### src/rtl/pstat_pkg.sv
package pstat_pkg;
    localparam int ADDR_W = 8;
    localparam int DATA_W = 32;

    localparam logic [ADDR_W-1:0] OFF_READY_LVL = 8'h00;
    localparam logic [ADDR_W-1:0] OFF_READY_FLG = 8'h04;
    localparam logic [ADDR_W-1:0] OFF_CARD_LVL  = 8'h08;
    localparam logic [ADDR_W-1:0] OFF_CARD_FLG  = 8'h0C;
    localparam logic [ADDR_W-1:0] OFF_VBUS_LVL  = 8'h10;
    localparam logic [ADDR_W-1:0] OFF_VBUS_FLG  = 8'h14;

    // card flag bit positions
    localparam int CARD_GONE_BIT = 0;
    localparam int CARD_IN_BIT   = 1;

    typedef enum logic {
        LINE_LOW  = 1'b0,
        LINE_HIGH = 1'b1
    } line_state_e;
endpackage

### src/rtl/pstat_sync.sv
module pstat_sync #(
    parameter int WIDTH  = 7,
    parameter int STAGES = 2
) (
    input  logic             clk,
    input  logic             rst_n,
    input  logic [WIDTH-1:0] raw_i,
    output logic [WIDTH-1:0] sync_o
);
    logic [STAGES-1:0][WIDTH-1:0] chain_q;

    genvar s;
    generate
        for (s = 0; s < STAGES; s++) begin : g_stage
            if (s == 0) begin : g_first
                always_ff @(posedge clk or negedge rst_n) begin
                    if (!rst_n) chain_q[s] <= '0;
                    else        chain_q[s] <= raw_i;
                end
            end else begin : g_next
                always_ff @(posedge clk or negedge rst_n) begin
                    if (!rst_n) chain_q[s] <= '0;
                    else        chain_q[s] <= chain_q[s-1];
                end
            end
        end
    endgenerate

    assign sync_o = chain_q[STAGES-1];
endmodule

### src/rtl/pstat_edge_track.sv
module pstat_edge_track
    import pstat_pkg::*;
(
    input  logic clk,
    input  logic rst_n,
    input  logic level_i,
    output logic level_o,
    output logic rise_o,
    output logic fall_o
);
    line_state_e state_q, state_d;

    // next-state process
    always_comb begin
        state_d = state_q;
        unique case (state_q)
            LINE_LOW:  if (level_i)  state_d = LINE_HIGH;  // RISE
            LINE_HIGH: if (!level_i) state_d = LINE_LOW;   // FALL
            default:   state_d = LINE_LOW;
        endcase
    end

    always_ff @(posedge clk or negedge rst_n) begin
        if (!rst_n) state_q <= LINE_LOW;
        else        state_q <= state_d;
    end

    // output process
    always_comb begin
        level_o = 1'b0;
        rise_o  = 1'b0;
        fall_o  = 1'b0;
        unique case (state_q)
            LINE_LOW: begin
                rise_o = level_i;
            end
            LINE_HIGH: begin
                level_o = 1'b1;
                fall_o  = !level_i;
            end
            default: ;
        endcase
    end

    p_rise_reaches_high_r2: assert property (@(posedge clk) disable iff (!rst_n)
        rise_o |=> level_o);
    p_fall_reaches_low_r7: assert property (@(posedge clk) disable iff (!rst_n)
        fall_o |=> !level_o);
endmodule

### src/rtl/pstat_w1c.sv
module pstat_w1c #(
    parameter int WIDTH = 3
) (
    input  logic             clk,
    input  logic             rst_n,
    input  logic [WIDTH-1:0] set_i,
    input  logic [WIDTH-1:0] clr_i,
    output logic [WIDTH-1:0] flag_o
);
    logic [WIDTH-1:0] flag_q;

    always_ff @(posedge clk or negedge rst_n) begin
        if (!rst_n) flag_q <= '0;
        else        flag_q <= (flag_q & ~clr_i) | set_i;
    end

    assign flag_o = flag_q;

    p_set_wins_r9: assert property (@(posedge clk) disable iff (!rst_n)
        1'b1 |=> ((flag_o & $past(set_i)) == $past(set_i)));
    p_clear_drops_r8: assert property (@(posedge clk) disable iff (!rst_n)
        1'b1 |=> ((flag_o & $past(clr_i & ~set_i)) == '0));
    p_no_spurious_set_r3: assert property (@(posedge clk) disable iff (!rst_n)
        1'b1 |=> ((flag_o & ~$past(flag_o) & ~$past(set_i)) == '0));
endmodule

### src/rtl/port_status_irq.sv
module port_status_irq
    import pstat_pkg::*;
#(
    parameter int NUM_PORTS   = 3,
    parameter int SYNC_STAGES = 2
) (
    input  logic              clk,
    input  logic              rst_n,
    input  logic              bus_we,
    input  logic [7:0]        bus_addr,
    input  logic [31:0]       bus_wdata,
    output logic [31:0]       bus_rdata,
    input  logic              card_present_i,
    input  logic [2:0]        usb_ready_i,
    input  logic [2:0]        usb_vbus_i,
    output logic              irq_o
);
    localparam int LINES    = 1 + 2 * NUM_PORTS;
    localparam int RDY_BASE = 1;
    localparam int VB_BASE  = 1 + NUM_PORTS;

    logic [LINES-1:0] raw, synced, lvl, rise, fall;

    assign raw = {usb_vbus_i[NUM_PORTS-1:0], usb_ready_i[NUM_PORTS-1:0], card_present_i};

    pstat_sync #(.WIDTH(LINES), .STAGES(SYNC_STAGES)) u_sync (
        .clk(clk), .rst_n(rst_n), .raw_i(raw), .sync_o(synced)
    );

    genvar l;
    generate
        for (l = 0; l < LINES; l++) begin : g_line
            pstat_edge_track u_track (
                .clk(clk), .rst_n(rst_n), .level_i(synced[l]),
                .level_o(lvl[l]), .rise_o(rise[l]), .fall_o(fall[l])
            );
        end
    endgenerate

    logic [NUM_PORTS-1:0] rdy_lvl, vb_lvl, rdy_set, vb_set, rdy_clr, vb_clr, rdy_flg, vb_flg;
    logic [1:0]           card_set, card_clr, card_flg;

    assign rdy_lvl = lvl[RDY_BASE +: NUM_PORTS];
    assign vb_lvl  = lvl[VB_BASE +: NUM_PORTS];

    always_comb begin
        rdy_set                = rise[RDY_BASE +: NUM_PORTS];
        vb_set                 = rise[VB_BASE +: NUM_PORTS] | fall[VB_BASE +: NUM_PORTS];
        card_set               = '0;
        card_set[CARD_IN_BIT]   = rise[0];
        card_set[CARD_GONE_BIT] = fall[0];
    end

    always_comb begin
        rdy_clr  = '0;
        vb_clr   = '0;
        card_clr = '0;
        if (bus_we) begin
            if (bus_addr == OFF_READY_FLG) rdy_clr  = bus_wdata[NUM_PORTS-1:0];
            if (bus_addr == OFF_VBUS_FLG)  vb_clr   = bus_wdata[NUM_PORTS-1:0];
            if (bus_addr == OFF_CARD_FLG)  card_clr = bus_wdata[1:0];
        end
    end

    logic wdata_unused;
    assign wdata_unused = ^bus_wdata[31:NUM_PORTS];

    pstat_w1c #(.WIDTH(NUM_PORTS)) u_rdy_flg (
        .clk(clk), .rst_n(rst_n), .set_i(rdy_set), .clr_i(rdy_clr), .flag_o(rdy_flg)
    );
    pstat_w1c #(.WIDTH(2)) u_card_flg (
        .clk(clk), .rst_n(rst_n), .set_i(card_set), .clr_i(card_clr), .flag_o(card_flg)
    );
    pstat_w1c #(.WIDTH(NUM_PORTS)) u_vb_flg (
        .clk(clk), .rst_n(rst_n), .set_i(vb_set), .clr_i(vb_clr), .flag_o(vb_flg)
    );

    always_comb begin
        bus_rdata = '0;
        case (bus_addr)
            OFF_READY_LVL: bus_rdata[NUM_PORTS-1:0] = rdy_lvl;
            OFF_READY_FLG: bus_rdata[NUM_PORTS-1:0] = rdy_flg;
            OFF_CARD_LVL:  bus_rdata[0]             = lvl[0];
            OFF_CARD_FLG:  bus_rdata[1:0]           = card_flg;
            OFF_VBUS_LVL:  bus_rdata[NUM_PORTS-1:0] = vb_lvl;
            OFF_VBUS_FLG:  bus_rdata[NUM_PORTS-1:0] = vb_flg;
            default:       bus_rdata = '0;
        endcase
    end

    assign irq_o = |{rdy_flg, card_flg, vb_flg};

    p_edge_raises_irq_r10: assert property (@(posedge clk) disable iff (!rst_n)
        (|{rdy_set, card_set, vb_set}) |=> irq_o);
    p_ready_fall_silent_r3: assert property (@(posedge clk) disable iff (!rst_n)
        ((fall[RDY_BASE +: NUM_PORTS] & ~rdy_flg) != '0) |=>
            ((rdy_flg & $past(fall[RDY_BASE +: NUM_PORTS] & ~rdy_flg)) == '0));
endmodule

### config.mk
export PLATFORM = sky130hd
export DESIGN_NAME = port_status_irq
export DESIGN_NICKNAME = d
export VERILOG_FILES = /design/src/rtl/pstat_pkg.sv /design/src/rtl/pstat_sync.sv /design/src/rtl/pstat_edge_track.sv /design/src/rtl/pstat_w1c.sv /design/src/rtl/port_status_irq.sv
export SDC_FILE = /design/constraint.sdc
export NUM_CORES = 1
export LEC_CHECK = 0
export BUFFER_PORTS_ARGS = -buffer_cell sky130_fd_sc_hd__clkbuf_2
export CORE_MARGIN = 1.5
export CORE_UTILIZATION = 47
export CTS_BUF_LIST = sky130_fd_sc_hd__clkbuf_4 sky130_fd_sc_hd__clkbuf_8
export CTS_CLUSTER_SIZE = 16
export DETAILED_ROUTE_END_ITERATION = 7
export PLACE_DENSITY = 0.95
export SKIP_LAST_GASP = 1
export SLEW_MARGIN = 25
export SYNTH_ARGS = -nofsm -noshare
export SYNTH_HDL_FRONTEND = slang
export SYNTH_SLANG_ARGS = --single-unit
### constraint.sdc
create_clock -name clk -period 2.8 [get_ports clk]
set_clock_uncertainty 0.2 [all_clocks]
set_input_delay 0 -clock clk [delete_from_list [all_inputs] [get_ports clk]]
set_output_delay 0 -clock clk [all_outputs]
set_load 0.1 [all_outputs]
# --- Yosys cells after proc, flatten, opt, wreduce, memory -nomap -nowiden ---
# Index checks and enable logic that the tools add are counted.
totals:
  output_inout_bits: 33
  inputBits: 50
  word_cells: 67
  ff_bits: 29
op_classes:
  n_reduce_logical: 6
  bitwise_logic: 10
  n_eq_ne: 5
  muxes: 34
ops:
  columns: ["operator", "n"]
  rows:
  - ["$mux W1", 25]
  - ["$eq A8 B4 Y1 const B", 2]
  - ["$eq A8 B5 Y1 const B", 2]
  - ["$mux W3", 4]
  - ["$or A3 B3 Y3", 3]
  - ["$eq A8 B3 Y1 const B", 1]
  - ["$logic_not A8 Y1", 1]
  - ["$reduce_or A8 Y1", 1]
  - ["$and A3 B3 Y3", 2]
  - ["$not A3 Y3", 2]
  - ["$pmux W1 S6", 1]
  - ["$pmux W1 S5", 1]
  - ["$logic_not A1 Y1", 4]
  - ["$mux W2", 2]
  - ["$pmux W1 S4", 1]
  - ["$and A2 B2 Y2", 1]
  - ["$not A2 Y2", 1]
  - ["$or A2 B2 Y2", 1]

# --- Longest topological paths before layout ---
depth:
  depth_word: 6
  depth_mapped: 4
  mapped_depth_nobuf: 3

# --- Cells and area by module ---
# A second synthesis with hierarchy kept.
hier_totals:
  cells_unflattened: 130
  hier_area_um2: 1447.6
modules_own_cells:
  columns: ["module", "area_per_inst_um2", "instances", "seq_area_each_um2", "cells_per_inst"]
  rows:
  - ["port_status_irq", 474.2, 1, 0.0, 64]
  - ["pstat_sync", 402.9, 1, 350.3, 21]
  - ["pstat_edge_track", 40.0, 7, 25.0, 3]
  - ["pstat_w1c (u_rdy_flg ...)", 108.9, 2, 75.1, 9]
  - ["pstat_w1c (u_card_flg)", 72.6, 1, 50.0, 6]

# --- Least setup slack after synthesis ---
# No wires, ideal clock.
synth_timing:
  path_kind: "input port to output port"
  startpoint: "input port bus_addr[5]"
  endpoint: "output port bus_rdata[0]"
  slack_ns: -0.335
  stages: 4
  arrival_time_ns: 2.935
  cell_sequence: "or4_1 > clkbuf_1 > nand2b_1 > o21ai_0"
synth_between:
  elab_chain_cells: 2
synth_lines:
  columns: ["item", "line_no", "text"]
  rows:
  - ["start, declared", "port_status_irq.sv:10", "input logic [7:0] bus_addr,"]
  - ["$eq A8 B5 Y1 (tied with other cells)", "port_status_irq.sv:80", "case (bus_addr)"]
  - ["$pmux W1 S6 *", "port_status_irq.sv:80", null]
  - ["end, declared", "port_status_irq.sv:12", "output logic [31:0] bus_rdata,"]
# Mark *: on every way between the ends. The rest lies on a longest branch, timed or not.

# --- Worst setup path in the final report ---
layout_timing:
  startpoint: "input port bus_addr[6]"
  endpoint: "register u_vb_flg.flag_q[0] (netlist: u_vb_flg.flag_o[0])"
layout_between:
  elab_chain_cells: 6
layout_lines:
  columns: ["item", "line_no", "text"]
  rows:
  - ["$eq A8 B5 Y1", "port_status_irq.sv:60", "if (bus_addr == OFF_VBUS_FLG) vb_clr = bus_wdata[NUM_PORTS-1:0];"]
  - ["$mux W3", "port_status_irq.sv:60", null]
  - ["$mux W3", "port_status_irq.sv:58", "if (bus_we) begin"]
  - ["$not A3 Y3", "pstat_w1c.sv:14", "else flag_q <= (flag_q & ~clr_i) | set_i;"]
  - ["$and A3 B3 Y3", "pstat_w1c.sv:14", null]
  - ["$or A3 B3 Y3", "pstat_w1c.sv:14", null]
  - ["end signal, assigned", "pstat_w1c.sv:14", null]
  - ["end, declared", "pstat_w1c.sv:10", "logic [WIDTH-1:0] flag_q;"]
# No other way between the ends.

==> qor.log <==
INFO  final_layout   multi_input_comb_area=456.7µm²
INFO  final_layout   syn_to_final_growth=26.85%
INFO  grt            first_pass_grt_wire_length=3822µm
INFO  logic_synthesis synth_seq_cells=29
INFO  detailed_routing drc=0
INFO  critical_path  cp_num_cells=7
INFO  status         status=finished, final reports clean
INFO  cts            tritoncts=yes
INFO  detailed_routing detail_route.first_pass.iterations=4
INFO  final_layout   layout.cells.non_filler=203
INFO  critical_path  critical_path.startpoint_type=primary input
INFO  logic_synthesis synth_simple_gate_area_share=11.13%
INFO  detailed_routing num_vias=971
INFO  min_path       timing.hold.worst.start=bus_addr[7]
INFO  min_path       class_of_the_worst_hold_path=primary input to register
INFO  cts            clock_edge_transition_at_the_registers_on_the_reported_setup_and_hold_paths=90ps
INFO  logic_synthesis synth-xor-area-share=1.964%
INFO  critical_path  cp_slowest_cell=dlygate4sd3_1
INFO  sta            worst_slew_margin_rel=54.30%
INFO  logic_synthesis synth.top_cell.area_share=54.26%
INFO  placed_design  post-place-cells=171
INFO  floorplan      die_w=56.35µm
INFO  critical_path  cp.required=2810ps
INFO  detailed_routing postRouteAntennaNets=0
INFO  sta            setup_viol_count_final=0
INFO  cts            insertion_delay=320ps
INFO  logic_synthesis syn_avg_cell_area=11.15µm²
INFO  final_layout   final_layout_size_suffix_gt1_share=22.09%
INFO  logic_synthesis synth_compound_gate_area_share=8.045%
INFO  detailed_routing dr.first_iter.drc_count=37
INFO  logic_synthesis post_synthesis_mux_area_share=4.864%
INFO  cts            h-tree-depth=2
INFO  detailed_routing post_drt_via_cell_ratio=4.783
INFO  critical_path  cp_num_buf_inv=4
INFO  logic_synthesis synth-main-ff-cell=dfrtp_1
INFO  logic_synthesis synth_sequential_area_ratio=54.26%
INFO  final_layout   antennaDiodeCount=0
INFO  critical_path  timing.critical_path.from=bus_addr[6]
INFO  floorplan      start_util=48.92%
INFO  critical_path  crit_fanout=6
INFO  logic_synthesis synth-edff-count=0
INFO  power_and_ir_drop irDropWorstVdd=0.4520mV
INFO  detailed_routing wl=2387µm
INFO  logic_synthesis cell_types_occupying_the_most_area_after_synthesis=dfrtp_1, buf_4, nand2_1
INFO  logic_synthesis synthesis.area=1338µm²
INFO  sta            final-max-slew-violation-count=0
INFO  final_layout   fin_nets=221
INFO  detailed_routing post_drt_wl_per_cell=11.76µm
INFO  floorplan      design.core.area=2734µm²
INFO  run            maxcap_viol_count=0
INFO  sta            period_needed=2607ps
INFO  sta            min_period_over_period=93.12%
INFO  sta            fin_setup_tns=0ps
INFO  final_layout   filler_cell_count=223
INFO  grt            first_global_vias=889
INFO  critical_path  cell_type_with_the_highest_occurrence_count_on_the_critical_path=dlygate4sd3_1
INFO  floorplan      die_area=3175µm²
INFO  cts            root_buffer_cell=clkbuf_4
INFO  min_path       min_path_cells=4
INFO  critical_path  critical-path-max-stage-delay=620ps
INFO  critical_path  reg2regPathDepth=3
INFO  logic_synthesis synth_top_family_by_area=buffers and inverters
INFO  critical_path  end_kind=register
INFO  placed_design  routabilityCongestion=0.9179
INFO  placed_design  portBuffers=24
INFO  critical_path  worstSetupPathType=primary input to register
INFO  logic_synthesis syn-instance-count=120
INFO  logic_synthesis synthTopCellsByCount=buf_4, dfrtp_1, nand2_1
INFO  sta            timing_worst_slew_pin_value=685.5ps
INFO  floorplan      pin_count=83
INFO  logic_synthesis yosys.area.top_type=dfrtp_1
INFO  grt            grt_overflow_total=0
INFO  logic_synthesis asyncSetResetFlopFracSynth=100.0%
INFO  logic_synthesis yosysWarningCount=0
INFO  logic_synthesis synth_fa_ha_area_share=0%
INFO  grt            pin_count_of_the_biggest_net_entering_global_routing=30
INFO  critical_path  cp_data_arrival_time=2610ps
INFO  sta            fmax=383.5MHz
INFO  cts            cts_num_sinks=29
INFO  floorplan      die_y=56.35µm
INFO  power_and_ir_drop finalPower=1045µW
INFO  grt            grt_util_all_layers=16.36%
INFO  final_layout   layout.area.seq=725.7µm²
INFO  placed_design  place.detailed.hpwl=1521µm
INFO  cts            clockBufferDepth=2
INFO  critical_path  cp_top_family=buffers and inverters
INFO  logic_synthesis synth_cell_type_count=28
INFO  grt            antenna_found_initial=0
INFO  critical_path  r2r_start=u_vb_flg.flag_o[2]
INFO  sta            hold_viol_final=0
INFO  sta            unrepaired_setup_endpoints_after_global_routing=no
INFO  cts            cts_buffers=5
INFO  power_and_ir_drop powerDensity=616.2nW/µm²
INFO  critical_path  critical_path.cell_chain=dlygate4sd3_1, clkbuf_2, or2_2, dlygate4sd3_1, o41ai_1, dlygate4sd3_1, nand2_1
INFO  floorplan      placementRows=19
INFO  sta            finalHoldWorstSlack=16.03ps
INFO  power_and_ir_drop static-leakage-power=0.0008018µW
[cell usage in the layout, fill, tap and decap left out, drive strengths merged]
cell type     n
clkbuf       31
conb         29
dfrtp        29
dlygate4sd3  24
nand2        10
inv           5
nor4          5
o21ai         5
o41ai         4
xnor2         3
nor2b         3
a21oi         3
or4           3
mux2i         2
nor2          2
nand3         2
mux2          2
or2           1
nor3          1
a221o         1
a22oi         1
nand2b        1
o22ai         1
mux4          1
a22o          1
bufinv        1
buf           1
[final timing paths]
kind | slack (ps) | end
setup / recovery | 190 | u_vb_flg.flag_o[0]
hold / removal | 20 | u_card_flg.flag_o[1]
setup reg to reg | 1340 | u_vb_flg.flag_o[2]
hold reg to reg | 150 | u_sync.sync_o[3]
max in group asynchronous | 1890 | u_vb_flg.flag_o[0]
min in group asynchronous | 60 | g_line[3].u_track.state_q
[logic make-up (layout without fill, tap and decap cells)]
kind of cell	after synthesis	after routing
AND/OR/NAND/NOR	28	28
AO/OA/AOI/OAI	16	16
buffers and inverters	38	62
flip-flops	29	29
other	1	29
XOR/XNOR	3	3
multiplexers	5	5
[cell type report]
class                   count  area share, %
well taps                  31          2.286
multi-input cells          81          26.92
inverters                   5          1.106
flip-flops and latches     29          42.77
clock inverters             1          1.770
repair buffers             49          21.68
clock buffers               7          3.466
[sequential cells by signal, summed over array words and instances (netlist names)]
signal,count
g_line.u_track.state_q,7
u_card_flg.flag_o,2
u_rdy_flg.flag_o,3
u_sync.chain_q,7
u_sync.sync_o,7
u_vb_flg.flag_o,3
[where the power goes]
group | total, µW | internal (µW) | switching [µW]
combinational | 247 | 41.7 | 205
sequential | 441 | 434 | 7.16
clock | 357 | 223 | 135
[worst reg2reg max path, cell delays in order (launching register included)]
cell and delay (ps):
dfrtp_1 420, o41ai_1 90, dlygate4sd3_1 600, nand2_1 50
[through the flow]
stage / worst slack (ps) / utilization [%] / area (µm²)
2_1_floorplan: 308.3 / - / 1443
3_3_place_gp: 964.6 / 50.02 / 1368
3_5_place_dp: 942.1 / 50.02 / 1368
4_1_cts: 258.7 / 62.06 / 1697
5_1_grt: 118.1 / 62.06 / 1697
6_report: 192.7 / 62.06 / 1697
[what timing repair did]
item                      CTS  global route
resized for setup           0             0
hold buffers               24             0
setup buffers               0             0
hold endpoints to repair   44             0
[per-layer routing]
| layer | vias to the layer above | routed length (µm) | track usage (%) |
|---|---|---|---|
| met2 | 43 | 1221 | 28.24 |
| met5 | - | 0 | 0 |
| met1 | 460 | 950 | 17.07 |
| li1 | 461 | - | - |
| met3 | 7 | 146 | 5.530 |
| met4 | 0 | 68 | 9.864 |
No activity file was read; power rests on OpenSTA's default activity.
